===== src/rtl/rtcSeqPkg.sv =====
package rtcSeqPkg;

  localparam int BYTE_W = 8;
  localparam int BIT_W = $clog2(BYTE_W);
  localparam int LEN_W = 3;
  localparam logic [3:0] CMD_PREFIX = 4'h6;
  localparam logic [3:0] LAST_VALID = 4'hB;

  typedef enum logic [1:0] {
    S_IDLE,
    S_SHIFT,
    S_WAIT_TX,
    S_WAIT_RX
  } seqState_e;

  // strobes from control to datapath
  typedef struct packed {
    logic              loadCmd;
    logic              loadData;
    logic              loadCpu;
    logic              sample;
    logic              shift;
    logic              storeRx;
    logic [BYTE_W-1:0] cmdByte;
  } dpCtl_t;

  function automatic logic cmdValid(input logic [4:0] code);
    return code[4] && (code[3:0] <= LAST_VALID);
  endfunction

  function automatic logic [LEN_W-1:0] payloadLen(input logic [3:0] nib);
    case (nib)
      4'h2, 4'h3:             return 3'd1;
      4'h4, 4'h5:             return 3'd7;
      4'h6, 4'h7:             return 3'd3;
      4'h8, 4'h9, 4'hA, 4'hB: return 3'd2;
      default:                return 3'd0;
    endcase
  endfunction

endpackage


===== src/rtl/rtcSeqCtrl.sv =====
module rtcSeqCtrl
  import rtcSeqPkg::*;
#(
  parameter int HALF_DIV = 4
) (
  input  logic       clk,
  input  logic       rstN,
  input  logic       cmdWr,
  input  logic       dataWr,
  input  logic       dataRd,
  input  logic [4:0] wrCode,
  output dpCtl_t     dpCtl,
  output logic       busy,
  output logic       ready,
  output logic [3:0] cmdNib,
  output logic       sclk,
  output logic       csN
);

  localparam int DIV_W = (HALF_DIV > 1) ? $clog2(HALF_DIV) : 1;
  localparam logic [DIV_W-1:0] DIV_LAST = DIV_W'(HALF_DIV - 1);
  localparam logic [BIT_W-1:0] BIT_LAST = BIT_W'(BYTE_W - 1);

  seqState_e        state;
  logic [DIV_W-1:0] divCnt;
  logic [BIT_W-1:0] bitCnt;
  logic [LEN_W-1:0] bytesLeft;
  logic             isRx;
  logic             onCmd;
  logic             leak;
  logic             sclkQ;

  logic startValid, abortCmd, clockRun, tick, riseEdge, fallEdge, byteEnd;

  always_comb begin
    startValid = cmdWr && cmdValid(wrCode) && (state == S_IDLE);
    abortCmd   = cmdWr && !cmdValid(wrCode);
    clockRun   = (state == S_SHIFT) || leak;
    tick       = clockRun && (divCnt == DIV_LAST);
    riseEdge   = tick && !sclkQ;
    fallEdge   = tick && sclkQ;
    byteEnd    = (state == S_SHIFT) && fallEdge && (bitCnt == BIT_LAST);
  end

  always_comb begin
    dpCtl          = '0;
    dpCtl.loadCmd  = startValid;
    dpCtl.cmdByte  = {CMD_PREFIX, wrCode[3:0]};
    dpCtl.loadData = byteEnd && onCmd && !isRx && (bytesLeft != '0);
    dpCtl.loadCpu  = (state == S_WAIT_TX) && dataWr;
    dpCtl.sample   = (state == S_SHIFT) && riseEdge;
    dpCtl.shift    = (state == S_SHIFT) && fallEdge;
    dpCtl.storeRx  = byteEnd && isRx && !onCmd;
  end

  always_ff @(posedge clk or negedge rstN) begin
    if (!rstN) begin
      state     <= S_IDLE;
      divCnt    <= '0;
      bitCnt    <= '0;
      bytesLeft <= '0;
      isRx      <= 1'b0;
      onCmd     <= 1'b0;
      leak      <= 1'b0;
      sclkQ     <= 1'b0;
      ready     <= 1'b0;
      cmdNib    <= '0;
    end else if (startValid) begin
      state     <= S_SHIFT;
      cmdNib    <= wrCode[3:0];
      bytesLeft <= payloadLen(wrCode[3:0]);
      isRx      <= wrCode[0];
      onCmd     <= 1'b1;
      bitCnt    <= '0;
      divCnt    <= '0;
      sclkQ     <= 1'b0;
      leak      <= 1'b0;
      ready     <= 1'b0;
    end else if (abortCmd) begin
      cmdNib <= wrCode[3:0];
      state  <= S_IDLE;
      if (state != S_IDLE) leak <= 1'b1;
    end else begin
      if (clockRun) divCnt <= tick ? '0 : divCnt + DIV_W'(1);
      if (tick) sclkQ <= !sclkQ;
      if (dpCtl.shift) bitCnt <= bitCnt + BIT_W'(1);
      if (dataWr && (state == S_IDLE || state == S_WAIT_TX)) ready <= 1'b0;
      if (dataRd && (state == S_IDLE || state == S_WAIT_RX)) ready <= 1'b0;
      case (state)
        S_SHIFT: if (byteEnd) begin
          onCmd <= 1'b0;
          if (isRx && !onCmd) ready <= 1'b1;
          if (bytesLeft == '0) begin
            state <= S_IDLE;
          end else begin
            bytesLeft <= bytesLeft - LEN_W'(1);
            if (onCmd) begin
              state <= S_SHIFT;
            end else if (isRx) begin
              state <= S_WAIT_RX;
            end else begin
              state <= S_WAIT_TX;
              ready <= 1'b1;
            end
          end
        end
        S_WAIT_TX: if (dataWr) begin
          state  <= S_SHIFT;
          divCnt <= '0;
        end
        S_WAIT_RX: if (dataRd) begin
          state  <= S_SHIFT;
          divCnt <= '0;
        end
        default: ;
      endcase
    end
  end

  assign busy = (state != S_IDLE);
  assign csN  = (state == S_IDLE);
  assign sclk = sclkQ;

  // clock parked low whenever idle and not left running by an abort
  a_r11_sclk_parked: assert property (@(posedge clk) disable iff (!rstN)
    (state == S_IDLE && !leak) |-> !sclkQ);

  // every stall point shows ready
  a_r7_stall_ready: assert property (@(posedge clk) disable iff (!rstN)
    (state == S_WAIT_TX || state == S_WAIT_RX) |-> ready);

  // payload write during a send stall resumes and drops ready
  a_r8_write_resumes: assert property (@(posedge clk) disable iff (!rstN)
    (state == S_WAIT_TX && dataWr) |=> (!ready && state == S_SHIFT));

  // valid command while busy leaves the nibble alone
  a_r12_busy_ignores: assert property (@(posedge clk) disable iff (!rstN)
    (state != S_IDLE && cmdWr && cmdValid(wrCode)) |=> $stable(cmdNib));

endmodule


===== src/rtl/rtcSeqDatapath.sv =====
module rtcSeqDatapath
  import rtcSeqPkg::*;
(
  input  logic              clk,
  input  logic              rstN,
  input  dpCtl_t            dpCtl,
  input  logic              cpuWr,
  input  logic [BYTE_W-1:0] cpuData,
  input  logic              sdi,
  output logic              sdo,
  output logic [BYTE_W-1:0] dataReg
);

  logic [BYTE_W-1:0] shiftReg;
  logic              sampleBit;
  logic [BYTE_W-1:0] rxByte;

  // LSB first: the bit captured last enters at the top
  assign rxByte = {sampleBit, shiftReg[BYTE_W-1:1]};
  assign sdo    = shiftReg[0];

  always_ff @(posedge clk or negedge rstN) begin
    if (!rstN) begin
      shiftReg  <= '0;
      sampleBit <= 1'b0;
      dataReg   <= '0;
    end else begin
      if (dpCtl.sample) sampleBit <= sdi;
      if (dpCtl.loadCmd)       shiftReg <= dpCtl.cmdByte;
      else if (dpCtl.loadData) shiftReg <= dataReg;
      else if (dpCtl.loadCpu)  shiftReg <= cpuData;
      else if (dpCtl.shift)    shiftReg <= rxByte;
      if (dpCtl.storeRx)  dataReg <= rxByte;
      else if (cpuWr)     dataReg <= cpuData;
    end
  end

  // a freshly loaded command byte carries the fixed prefix
  a_r2_prefix: assert property (@(posedge clk) disable iff (!rstN)
    dpCtl.loadCmd |=> (shiftReg[BYTE_W-1:4] == CMD_PREFIX));

endmodule


===== src/rtl/rtcSerialSeq.sv =====
module rtcSerialSeq
  import rtcSeqPkg::*;
#(
  parameter int HALF_DIV = 4
) (
  input  logic       clk,
  input  logic       rstN,
  input  logic       regSel,
  input  logic       regWrEn,
  input  logic       regRdEn,
  input  logic [7:0] regWrData,
  output logic [7:0] regRdData,
  output logic       sclk,
  output logic       csN,
  output logic       sdo,
  input  logic       sdi
);

  dpCtl_t            dpCtl;
  logic              busy, ready;
  logic [3:0]        cmdNib;
  logic [BYTE_W-1:0] dataReg;
  logic              cmdWr, dataWr, dataRd;

  assign cmdWr  = regWrEn && !regSel;
  assign dataWr = regWrEn && regSel;
  assign dataRd = regRdEn && regSel;

  rtcSeqCtrl #(.HALF_DIV(HALF_DIV)) ctrl_i (
    .clk    (clk),
    .rstN   (rstN),
    .cmdWr  (cmdWr),
    .dataWr (dataWr),
    .dataRd (dataRd),
    .wrCode (regWrData[4:0]),
    .dpCtl  (dpCtl),
    .busy   (busy),
    .ready  (ready),
    .cmdNib (cmdNib),
    .sclk   (sclk),
    .csN    (csN)
  );

  rtcSeqDatapath dp_i (
    .clk     (clk),
    .rstN    (rstN),
    .dpCtl   (dpCtl),
    .cpuWr   (dataWr),
    .cpuData (regWrData),
    .sdi     (sdi),
    .sdo     (sdo),
    .dataReg (dataReg)
  );

  assign regRdData = regSel ? dataReg : {ready, 2'b00, busy, cmdNib};

  // data out holds steady across the high phase of the clock
  a_r2_sdo_steady: assert property (@(posedge clk) disable iff (!rstN)
    (!csN && sclk && $past(sclk)) |-> $stable(sdo));

endmodule


===== config.mk =====
export PLATFORM = sky130hd
export DESIGN_NAME = rtcSerialSeq
export DESIGN_NICKNAME = d
export VERILOG_FILES = /design/src/rtl/rtcSeqPkg.sv /design/src/rtl/rtcSeqCtrl.sv /design/src/rtl/rtcSeqDatapath.sv /design/src/rtl/rtcSerialSeq.sv
export SDC_FILE = /design/constraint.sdc
export NUM_CORES = 1
export LEC_CHECK = 0
export BUFFER_PORTS_ARGS = -buffer_cell sky130_fd_sc_hd__buf_2
export CORE_MARGIN = 2
export CORE_UTILIZATION = 55
export CTS_CLUSTER_DIAMETER = 30
export DETAILED_ROUTE_END_ITERATION = 10
export GPL_TIMING_DRIVEN = 0
export PLACE_DENSITY = 0.84
export SLEW_MARGIN = 20
export SYNTH_ARGS = -nofsm -noshare
export SYNTH_HDL_FRONTEND = slang
export SYNTH_SLANG_ARGS = --single-unit

===== constraint.sdc =====
create_clock -name clk -period 3.95 [get_ports clk]
set_input_delay 0 -clock clk [delete_from_list [all_inputs] [get_ports clk]]
set_output_delay 0 -clock clk [all_outputs]
set_load 0.05 [all_outputs]

==> results.md, run 1 <==
- Async SR Flop Fraction: 100.0%
- I/O Buffers: 24
- CTS Root Cell: clkbuf_8
- Register bit total from synthesis: 36
- Clock transition at path regs: 0.07 ns
- Post-Syn Instances: 214
- Post-Synthesis Net Count: between 200 and 250
- CTS tree: built
- Placed Area: 2361 um^2
- EDFF count, synth: 0
- Post-synth top area share: 41.31%
- Mean post-synth cell area: 10.19 um^2
- WL met1: 2195 um
- Relative slew slack: 43.02%
- Pre-CTS setup slack: 1.622 ns
- ANT nets after route: 0
- Cts hold-fix bufs: 3
- Register area share after synthesis: 41.31%
- Outcome: finished, final reports clean
- Drt pass-1 iters: 4
- Reg2reg path depth: 7
- Detailed Route Iter0 Violations: between 80 and 90
- Proportion of layout cells with a drive suffix above 1: 22.89%
- GRT overflow: 0
- Clk network pwr share: 17.9%
- Largest area contributor in the netlist: dfrtp_1
- Cells along the critical path: inv_1 > ha_1 > nand4_4 > nor3b_1 > buf_2 > nand2_1 > o21ai_0
- Max_cap viols: 0
- Most frequent cell after synthesis: dfrtp_1
- Netlist cell types: between 40 and 50
- Hold Path Depth: 3
- Critical Path RT: slightly above 4 ns
- Wire length on met2: ~2300 um
- Sw Ratio: approximately two fifths
- DIE HEIGHT: 66.97 um
- Starting density of the core: 58.26%
- Vias in the first global route: 1714
- Register share of total power: 40.2%
- Post-synth top cells: dfrtp_1, nand2_1, mux2i_1, mux2_2, nor2_1
- CP Capture Type: register
- Gate power share: between 40% and 50%
- Synthesized area: 2181 um^2
- Global-route wire length before repair: between 8000 and 9000 um
- Crit path time final: 2.411 ns
- Placed insts: 286
- Post-route cell area: roughly 2500 um^2
- Metal3 WL: 246 um
- Buf/Inv on CP: 2
- Worst setup path category: reg -> reg
- Gr usage total: 25.07%
- FMAX: approximately 0.41 GHz
- Crit-path slowest cell: nor3b_1
- Hpwl dp: 3363 um
- Hold Crit Class: in -> reg
- Largest stage delay on the critical path: 0.74 ns
- Die ar.: 4485 um^2
- P_sw: 624.8 uW
- Clock skew: about 0.0067 ns
- Resized Gates After CTS: 0
- Pwr Total: 1534 uW
- Post-route insts no fill: 297
- Initial antenna violation count: 0
- H-tree depth: 2
- Final Hold Viols: 0
- Setup_tns: 0 ns
- Yosys warnings: 0
- Nets: 272
- Max-slew violations: 0
- FP Rows: 22
- Vias per Instance: 5.949
- Worst-Margin Slew: 0.8528 ns
- Core Region: 3744 um^2
- Endpoints failing setup: 0
- Antenna cells: 0
- Setup WS post-layout: 1.539 ns
- Synth top area cells: dfrtp_1, mux2i_1, mux2_2
- Worst-Skew Late Latency: 0.29 ns
- Tcrit/Tclk final: 61.03%
- Residual DRC: 0
- Crit start category: register
- Detailed-route wire length per cell: roughly 16 um
- Leak pwr: between 0.001 and 0.0015 uW
- Ports: 25
- Clock tree sinks: 36
- Layout Area Growth over Synthesis: 13.77%
- Post-CTS setup buffers: 0
- DRT Wirelength: approximately 4800 um
- CP Depth: 7
- Internal: around 910 uW
- DR top layer: met4
- Crit path DAT: between 2 and 3 ns
- Commonest register cell after synthesis: dfrtp_1
- Critical Path Fanout Max: 10
- Routability cong.: 0.8658
- CP top delay family: simple AND/OR/NAND/NOR gates
- VDD IR max: 0.3079 mV
- Via count: roughly 1.8k
- Die width: around 67 um
- CTS Buf Count: 5
- PD cells: 618.4 nW/um^2
- Largest net degree at the start of global routing: 37
- Unrepaired setup endpoints after global routing: no
- Clock buffer depth: 2
[layout by cell type (no fill, tap or decap), types with 2 or more instances in the layout]
master,synthesis,final
or3_1,2,2
nor2b_1,3,3
ha_1,10,10
mux2i_1,21,21
clkbuf_8,0,6
clkbuf_1,4,6
o31a_1,2,2
nand3_1,2,2
o221ai_1,3,3
mux2_2,15,15
nand2b_1,3,3
o211ai_1,2,2
a2111oi_2,3,3
inv_1,8,8
and2_1,2,2
a32o_1,2,2
or2_0,2,2
nor4_1,4,4
buf_2,6,30
o21a_1,2,2
a221o_1,3,3
o21ai_0,13,13
a21oi_1,4,4
o31ai_1,3,3
nand2_1,27,27
dlygate4sd3_1,0,3
nor2_1,15,15
a211oi_1,2,2
and2_0,2,2
dfrtp_1,36,36
[cell families after synthesis]
family	count (synthesis)	share of synthesized area (%)
AO/OA/AOI/OAI	43	14.97
XOR/XNOR	2	0.8034
adder cells (fa/ha/maj)	10	5.737
buffers and inverters	19	3.959
flip-flops	36	41.31
multiplexers	36	17.38
AND/OR/NAND/NOR	68	15.83
[worst paths after layout]
path,from,endpoint,slack (ns)
setup reg to reg,ctrl_i.state[1],dp_i.dataReg[2],1.54
max in group asynchronous,rstN,ctrl_i.bytesLeft[1],3.12
hold reg to reg,dp_i.shiftReg[5],dp_i.dataReg[4],0.52
setup / recovery,ctrl_i.state[1],dp_i.dataReg[2],1.54
hold / removal,regWrData[7],dp_i.dataReg[7],0.007
min in group asynchronous,rstN,dp_i.sampleBit,0.32
[sequential cells by signal (all words and copies together), names as in the netlist, 2 cells and up]
signal and count:
ctrl_i.bitCnt 3, ctrl_i.bytesLeft 3, ctrl_i.cmdNib 4, ctrl_i.divCnt 2
ctrl_i.state 2, dp_i.dataReg 8, dp_i.shiftReg 8
[power by group through the flow]
| stage | logic (uW) | clock network (uW) | registers [uW] |
|---|---|---|---|
| after floorplan | 482 | 0 | 626 |
| after global placement | 620 | 0 | 616 |
| after detailed placement | 640 | 0 | 621 |
| after CTS | 645 | 279 | 614 |
| after global routing | 713 | 298 | 636 |
| final | 643 | 275 | 616 |
[per-layer routing]
layer  GRT usage, %  vias up
met3          4.561        9
met2          40.25       56
met5              0        -
li1               -      840
met4          10.71        0
met1          33.05      862
[stage by stage]
step	hold WS, ns	utilization, %
finish	0.007354	66.28
global placement	0.1386	63.07
CTS	0.006809	66.28
floorplan	-0.2956	-
global route	0.05646	66.28
detailed placement	0.1475	63.07
[cell type report]
| class | count | area [um^2] |
|---|---|---|
| inverters | 8 | 30.03 |
| well taps | 48 | 60.06 |
| fillers | 318 | 1262 |
| multi-input cells | 159 | 1194 |
| flip-flops and latches | 36 | 900.9 |
| repair buffers | 27 | 150.1 |
| plain buffers | 11 | 56.30 |
| clock buffers | 8 | 90.09 |
[tightest hold or removal path, cell delays in order]
cell	delay, ns
buf_2	0.09
mux2i_1	0.05
o21ai_0	0.13
Note: power is estimated with default switching activity, not from simulation.
==> run 2, diff against run 1 <==
==> constraint.sdc (replaced) <==
create_clock -name clk -period 2.35 [get_ports clk]
set_input_delay 0 -clock clk [delete_from_list [all_inputs] [get_ports clk]]
set_output_delay 0 -clock clk [all_outputs]
set_load 0.05 [all_outputs]
==> results.md, run 2 (synthesis results as in run 1) <==
- Outcome: finished, final reports clean (unchanged)
- Post-route insts no fill: 298 (was 297)
- Largest stage delay on the critical path: 0.43 ns (was 0.74 ns)
- Most common cell after layout, fill and taps aside: dfrtp_1 (unchanged)
- GRT busiest layer: met2 (unchanged)
- Commonest non-fill, non-tap cells in the layout: dfrtp_1, buf_2, nand2_1 (unchanged)
- Buf/Inv on CP: 2 (unchanged)
- Worst setup path category: reg -> reg (unchanged)
- DIE HEIGHT: 66.97 um (unchanged)
- Routability cong.: 0.8658 (unchanged)
- Nets: 273 (was 272)
- Reg2Reg Setup Slack: 0.13 ns (was 1.54 ns)
- Endpoints failing setup: 0 (unchanged)
- Detailed-route wire length per cell: 16.23 um (was 16.22 um)
- Core Region: 3744 um^2 (unchanged)
- Placed Area: 2361 um^2 (unchanged)
- CTS Root Cell: clkbuf_8 (unchanged)
- Reg2Reg Launch Point: ctrl_i.state[1] (unchanged)
- Placed insts: 286 (unchanged)
- Fillers: 317 (was 318)
- Cells along the critical path: inv_1 > ha_1 > nand4_4 > or3_1 > buf_6 > or2_0 > a32o_1 (was inv_1 > ha_1 > nand4_4 > nor3b_1 > buf_2 > nand2_1 > o21ai_0)
- Hpwl dp: 3363 um (unchanged)
- Crit start category: register (unchanged)
- Crit path time final: 2.223 ns (was 2.411 ns)
- PD cells: 1036 nW/um^2 (was 618.4 nW/um^2)
- Final Hold Viols: 0 (unchanged)
- Worst-Skew Late Latency: 0.30 ns (was 0.29 ns)
- Post-route cell area: 2500 um^2 (was 2481 um^2)
- GR met3 Demand/Resource: 4.561% (unchanged)
- Largest net degree at the start of global routing: 37 (unchanged)
- Antenna cells: 0 (unchanged)
- H-tree depth: 2 (unchanged)
- Max_cap viols: 0 (unchanged)
- Critical Path Fanout Max: 10 (unchanged)
- Top flop regs: dp_i.dataReg x8, dp_i.shiftReg x8, ctrl_i.cmdNib x4 (unchanged)
- GRT overflow: 0 (unchanged)
- Crit-path slowest cell: dfrtp_1 (was nor3b_1)
- CTS tree: built (unchanged)
- Tcrit/Tclk final: 94.58% (was 61.03%)
- ANT nets after route: 0 (unchanged)
- Sw Ratio: 40.75% (was 40.73%)
- Die ar.: 4485 um^2 (unchanged)
- CTS Buf Count: 5 (unchanged)
- Gate power share: 42.1% (was 41.9%)
- Global-route wire length before repair: 8148 um (unchanged)
- P_sw: 1056 uW (was 624.8 uW)
- Leak pwr: 0.001179 uW (was 0.001174 uW)
- Met2 Track Usage GR: 40.25% (unchanged)
- Detailed Route Iter0 Violations: 112 (was 86)
- Hold WS: 0.01144 ns (was 0.007354 ns)
- Hold Path Depth: 3 (unchanged)
- Critical Path RT: 2.54 ns (was 4.15 ns)
- Clock buffer depth: 2 (unchanged)
- I/O Buffers: 24 (unchanged)
- Internal: 1535 uW (was 909.4 uW)
- Relative slew slack: 46.03% (was 43.02%)
- Reg2reg path depth: 7 (unchanged)
- Die width: 66.97 um (unchanged)
- FMAX: 0.4499 GHz (was 0.4148 GHz)
- Setup_tns: 0 ns (unchanged)
- Register share of total power: 40.2% (about the same)
- Register area: 900.9 um^2 (unchanged)
- CP Capture Type: register (unchanged)
- Initial antenna violation count: 0 (unchanged)
- HP Start: regWrData[6] (was regWrData[7])
- Ports: 25 (unchanged)
- Max-slew violations: 0 (unchanged)
- Unrepaired setup endpoints after global routing: no (unchanged)
- Starting density of the core: 58.26% (unchanged)
- Residual DRC: 0 (unchanged)
- Proportion of layout cells with a drive suffix above 1: 24.00% (was 22.89%)
- Crit path DAT: 2.41 ns (was 2.61 ns)
- Clock tree sinks: 36 (unchanged)
- Hold EP: dp_i.dataReg[6] (was dp_i.dataReg[7])
- Gr usage total: 25.07% (unchanged)
- Reg2reg end: dp_i.shiftReg[7] (was dp_i.dataReg[2])
- VDD IR max: 0.5161 mV (was 0.3079 mV)
- Drt pass-1 iters: 4 (unchanged)
- Worst-Margin Slew: 0.8096 ns (was 0.8528 ns)
- Clock skew: 0.007525 ns (was 0.006711 ns)
- Hold Crit Class: in -> reg (unchanged)
- Vias in the first global route: 1714 (unchanged)
- Via count: 1786 (was 1767)
- Clock transition at path regs: 0.07 ns (about the same)
- Layout Area Growth over Synthesis: 14.63% (was 13.77%)
- DRT Wirelength: 4836 um (was 4818 um)
- CP top delay family: simple AND/OR/NAND/NOR gates (unchanged)
- Vias per Instance: 5.993 (was 5.949)
- Pwr Total: 2591 uW (was 1534 uW)
- Met1 Usage GRT: 33.05% (unchanged)
- Clk network pwr share: 17.7% (was 17.9%)
- Multi-input logic area: 1205 um^2 (was 1194 um^2)
- FP Rows: 22 (unchanged)
-- run 2: cell count changes in the layout (fill, tap and decap cells not counted), sizes merged --
| cell | previous run | this run |
|---|---|---|
| buf | 31 | 32 |
-- run 2: layer usage --
| layer | share of wire [%] | vias to the layer above |
|---|---|---|
| met5 | 0 | - |
| met4 | 2.0 | 0 |
| met3 | 4.7 | 9 |
| met2 | 47 | 51 |
| met1 | 46 | 882 |
| li1 | - | 844 |
-- run 2: layout make-up --
cell class / count / share of cell area (%)
inverters: 8 / 1.201
repair buffers: 28 / 6.306
plain buffers: 11 / 2.252
well taps: 48 / 2.402
flip-flops and latches: 36 / 36.04
multi-input cells: 159 / 48.20
clock buffers: 8 / 3.604
-- run 2: power by group through the flow --
stage	Combinational [uW]	Clock, uW	Sequential, uW
final	1090	459	1040
after floorplan	811	0	1050
after detailed placement	1080	0	1040
after CTS	1080	469	1030
after global routing	1210	500	1070
after global placement	1040	0	1040
-- run 2: how the worst max path moves through the flow --
stage                    start               end  slack, ns  cells past startpoint
4_1_cts        ctrl_i.state[1]   dp_i.dataReg[5]       0.01                      7
2_1_floorplan  ctrl_i.state[0]  ctrl_i.bitCnt[0]       0.28                      5
3_3_place_gp   ctrl_i.state[1]   dp_i.dataReg[6]       0.06                      6
6_report       ctrl_i.state[1]  dp_i.shiftReg[7]       0.13                      7
5_1_grt        ctrl_i.state[1]  dp_i.shiftReg[7]      0.006                      7
3_5_place_dp   ctrl_i.state[1]   dp_i.dataReg[0]       0.02                      7
-- run 2: metrics by stage --
stage                     util [%]  setup slack [ns]
after floorplan                  -            0.2803
after global placement       63.07           0.05991
after detailed placement     63.07           0.02164
after CTS                    66.28           0.01375
after global routing         66.78          0.005741
final                        66.78            0.1274
-- run 2: repair_timing --
action / in CTS / in global routing
endpoints found under the setup margin: 0 / 10
buffers inserted: 0 / 1
hold buffers: 3 / 0
resized for setup: 0 / 2
endpoints found under the hold margin: 38 / 0
-- run 2: worst reg2reg max path, cell delays in order, from the launching register on --
cell	delay, ns
dfrtp_1	0.43
inv_1	0.10
ha_1	0.30
nand4_4	0.22
or3_1	0.43
buf_6	0.16
or2_0	0.21
a32o_1	0.26
==> run 3, diff against run 2 <==
--- a/config.mk
+++ b/config.mk
@@ -6,12 +6,13 @@
 export NUM_CORES = 1
 export LEC_CHECK = 0
 export BUFFER_PORTS_ARGS = -buffer_cell sky130_fd_sc_hd__buf_2
+export CORE_ASPECT_RATIO = 0.9
 export CORE_MARGIN = 2
-export CORE_UTILIZATION = 55
+export CORE_UTILIZATION = 52
 export CTS_CLUSTER_DIAMETER = 30
 export DETAILED_ROUTE_END_ITERATION = 10
 export GPL_TIMING_DRIVEN = 0
-export PLACE_DENSITY = 0.84
+export PLACE_DENSITY = 0.83
 export SLEW_MARGIN = 20
 export SYNTH_ARGS = -nofsm -noshare
 export SYNTH_HDL_FRONTEND = slang
==> constraint.sdc (replaced) <==
create_clock -name clk -period 1.9 [get_ports clk]
set_input_delay 0 -clock clk [delete_from_list [all_inputs] [get_ports clk]]
set_output_delay 0 -clock clk [all_outputs]
set_load 0.05 [all_outputs]
==> results.md, run 3 (synthesis results as in run 1) <==
- DIE HEIGHT: 65.44 um (was 66.97 um)
- Final Hold Viols: 0 (unchanged)
- Largest stage delay on the critical path: 0.36 ns (was 0.43 ns)
- FMAX: 0.5239 GHz (was 0.4499 GHz)
- Relative slew slack: 44.80% (was 46.03%)
- Layout Area Growth over Synthesis: 29.43% (was 14.63%)
- Tcrit/Tclk final: 100.5% (was 94.58%)
- Cells along the critical path: inv_1 > ha_1 > nor2b_4 > or3_1 > buf_6 > buf_6 > a2111oi_4 > a221o_1 (was inv_1 > ha_1 > nand4_4 > or3_1 > buf_6 > or2_0 > a32o_1)
- Worst-Skew Late Latency: 0.30 ns (about the same)
- Max-slew violations: 0 (unchanged)
- DRT Wirelength: 5658 um (was 4836 um)
- Setup WS post-layout: -0.008681 ns (was 0.1274 ns)
- Routability cong.: 0.8612 (was 0.8658)
- Met1 Usage GRT: 32.78% (was 33.05%)
- FP Rows: 22 (unchanged)
- Placed insts: 286 (unchanged)
- CP Capture Type: register (unchanged)
- Register share of total power: 35.8% (was 40.2%)
- GR met3 Demand/Resource: 3.681% (was 4.561%)
- Largest net degree at the start of global routing: 37 (unchanged)
- Global-route wire length before repair: 8735 um (was 8148 um)
- ANT nets after route: 0 (unchanged)
- HP Start: regWrData[6] (unchanged)
- Reg2reg end: dp_i.shiftReg[2] (was dp_i.shiftReg[7])
- Critical Path Fanout Max: 6 (was 10)
- Worst setup path category: reg -> reg (unchanged)
- Clock skew: 0.004681 ns (was 0.007525 ns)
- Vias per Instance: 6.089 (was 5.993)
- Fillers: 310 (was 317)
- H-tree depth: 2 (unchanged)
- Endpoints failing setup: 1 (was 0)
- Crit start category: register (unchanged)
- Reg2Reg Setup Slack: -0.009 ns (was 0.13 ns)
- Placed Area: 2370 um^2 (was 2361 um^2)
- Starting density of the core: 53.90% (was 58.26%)
- Residual DRC: 0 (unchanged)
- Nets: 288 (was 273)
- Detailed Route Iter0 Violations: 83 (was 112)
- Pre-CTS setup slack: -0.4196 ns (was 0.02164 ns)
- Ports: 25 (unchanged)
- I/O Buffers: 24 (unchanged)
- Die ar.: 4729 um^2 (was 4485 um^2)
- Clock transition at path regs: 0.08 ns (was 0.07 ns)
- Post-route insts no fill: 313 (was 298)
- Most frequent CP cell: buf_6
- Detailed-route wire length per cell: 18.08 um (was 16.23 um)
- Critical Path RT: 2.14 ns (was 2.54 ns)
- Antenna cells: 0 (unchanged)
- Hold Crit Class: in -> reg (unchanged)
- Via count: 1906 (was 1786)
- Proportion of layout cells with a drive suffix above 1: 37.36% (was 24.00%)
- Gr usage total: 24.30% (was 25.07%)
- Crit path from: ctrl_i.bytesLeft[0] (was ctrl_i.state[1])
- Met2 Track Usage GR: 38.42% (was 40.25%)
- PD cells: 1322 nW/um^2 (was 1036 nW/um^2)
- Core Region: 4046 um^2 (was 3744 um^2)
- Commonest non-fill, non-tap cells in the layout: dfrtp_1, nand2_1, buf_2 (was dfrtp_1, buf_2, nand2_1)
- CTS tree: built (unchanged)
- VDD IR max: 0.6058 mV (was 0.5161 mV)
- Clock buffer depth: 2 (unchanged)
- Clk network pwr share: 18.4% (was 17.7%)
- P_sw: 1500 uW (was 1056 uW)
- GRT overflow: 0 (unchanged)
- Reg2Reg Launch Point: ctrl_i.bytesLeft[0] (was ctrl_i.state[1])
- Pwr Total: 3733 uW (was 2591 uW)
- Hpwl dp: 3420 um (was 3363 um)
- Top flop regs: dp_i.dataReg x8, dp_i.shiftReg x8, ctrl_i.cmdNib x4 (unchanged)
- Leak pwr: 0.001284 uW (was 0.001179 uW)
- Drt pass-1 iters: 4 (unchanged)
- Gate power share: 45.8% (was 42.1%)
- Crit path time final: 1.909 ns (was 2.223 ns)
- Initial antenna violation count: 0 (unchanged)
- GRT busiest layer: met2 (unchanged)
- CTS Root Cell: clkbuf_8 (unchanged)
- Unrepaired setup endpoints after global routing: yes (was no)
- Vias in the first global route: 1840 (was 1714)
- Outcome: finished with violations (was finished, final reports clean)
- Hold EP: dp_i.dataReg[6] (unchanged)
- Post-route cell area: 2823 um^2 (was 2500 um^2)
- Most common cell after layout, fill and taps aside: dfrtp_1 (unchanged)
- Clock tree sinks: 36 (unchanged)
- Hold Path Depth: 3 (unchanged)
- Reg2reg path depth: 8 (was 7)
- Crit-path slowest cell: dfrtp_1 (unchanged)
- Failing checks: setup timing
- Sw Ratio: 40.18% (was 40.75%)
- Crit path DAT: 2.14 ns (was 2.41 ns)
- Die width: 72.27 um (was 66.97 um)
- Internal: 2233 uW (was 1535 uW)
- Max_cap viols: 0 (unchanged)
- Worst-Margin Slew: 0.8279 ns (was 0.8096 ns)
- CTS Buf Count: 5 (unchanged)
-- run 3: cell types whose count changed in the layout (fill, tap and decap cells not counted), moves of 4 or more --
cell | previous run | this run
buf_4 | 1 | 20
clkbuf_1 | 6 | 0
ha_1 | 10 | 5
buf_2 | 30 | 26
ha_4 | 0 | 4
-- run 3: timing repair --
item / CTS / global route
buffers inserted: 7 / 12
setup endpoints to repair: 20 / 24
resized for setup: 15 / 26
endpoints found under the hold margin: 38 / 0
pin swaps: 4 / 9
hold buffers: 3 / 0
-- run 3: final cells by class --
cell class / count / area, um^2 / share of cell area, %
inverter: 8 / 30.03 / 1.064
buffer: 8 / 56.30 / 1.995
timing repair buffer: 46 / 300.3 / 10.64
multi-input combinational: 159 / 1361 / 48.23
clock buffer: 5 / 68.82 / 2.438
sequential: 36 / 903.4 / 32.00
tap: 48 / 60.06 / 2.128
clock inverter: 3 / 42.54 / 1.507
-- run 3: layer usage --
metal / wire length [um] / vias to the layer above
li1: - / 871
met1: 2520 / 961
met2: 2690 / 60
met3: 325 / 14
met4: 123 / 0
met5: 0 / -
-- run 3: worst max path at each step --
stage	endpoint	slack (ns)	cells after the start
global placement	dp_i.dataReg[6]	-0.36	6
finish	dp_i.shiftReg[2]	-0.009	8
detailed placement	dp_i.dataReg[3]	-0.42	7
floorplan	dp_i.shiftReg[7]	-0.05	7
global route	dp_i.shiftReg[2]	-0.11	8
CTS	dp_i.shiftReg[2]	-0.06	8
-- run 3: power by group through the flow --
stage / Clock (uW) / Combinational, uW / Sequential, uW
floorplan: 0 / 1010 / 1300
global placement: 0 / 1300 / 1280
detailed placement: 0 / 1350 / 1290
CTS: 695 / 1430 / 1300
global route: 719 / 1860 / 1370
finish: 687 / 1710 / 1340
-- run 3: through the flow --
stage / utilization (%) / hold slack [ns] / setup TNS, ns
detailed placement: 58.57 / 0.1422 / -4.817
global placement: 58.57 / 0.1392 / -3.758
floorplan: - / -0.2956 / -0.08087
global route: 69.76 / 0.05975 / -0.3444
CTS: 64.72 / 0.02007 / -0.2547
finish: 69.76 / 0.01785 / -0.008681
-- run 3: worst max-delay path: cells and delay by family (launching register included) --
family          cells  cell delay, ns
fa+ha+maj           1            0.21
buf+inv             3            0.34
flops               1            0.36
simple gates        2            0.51
compound gates      2            0.43
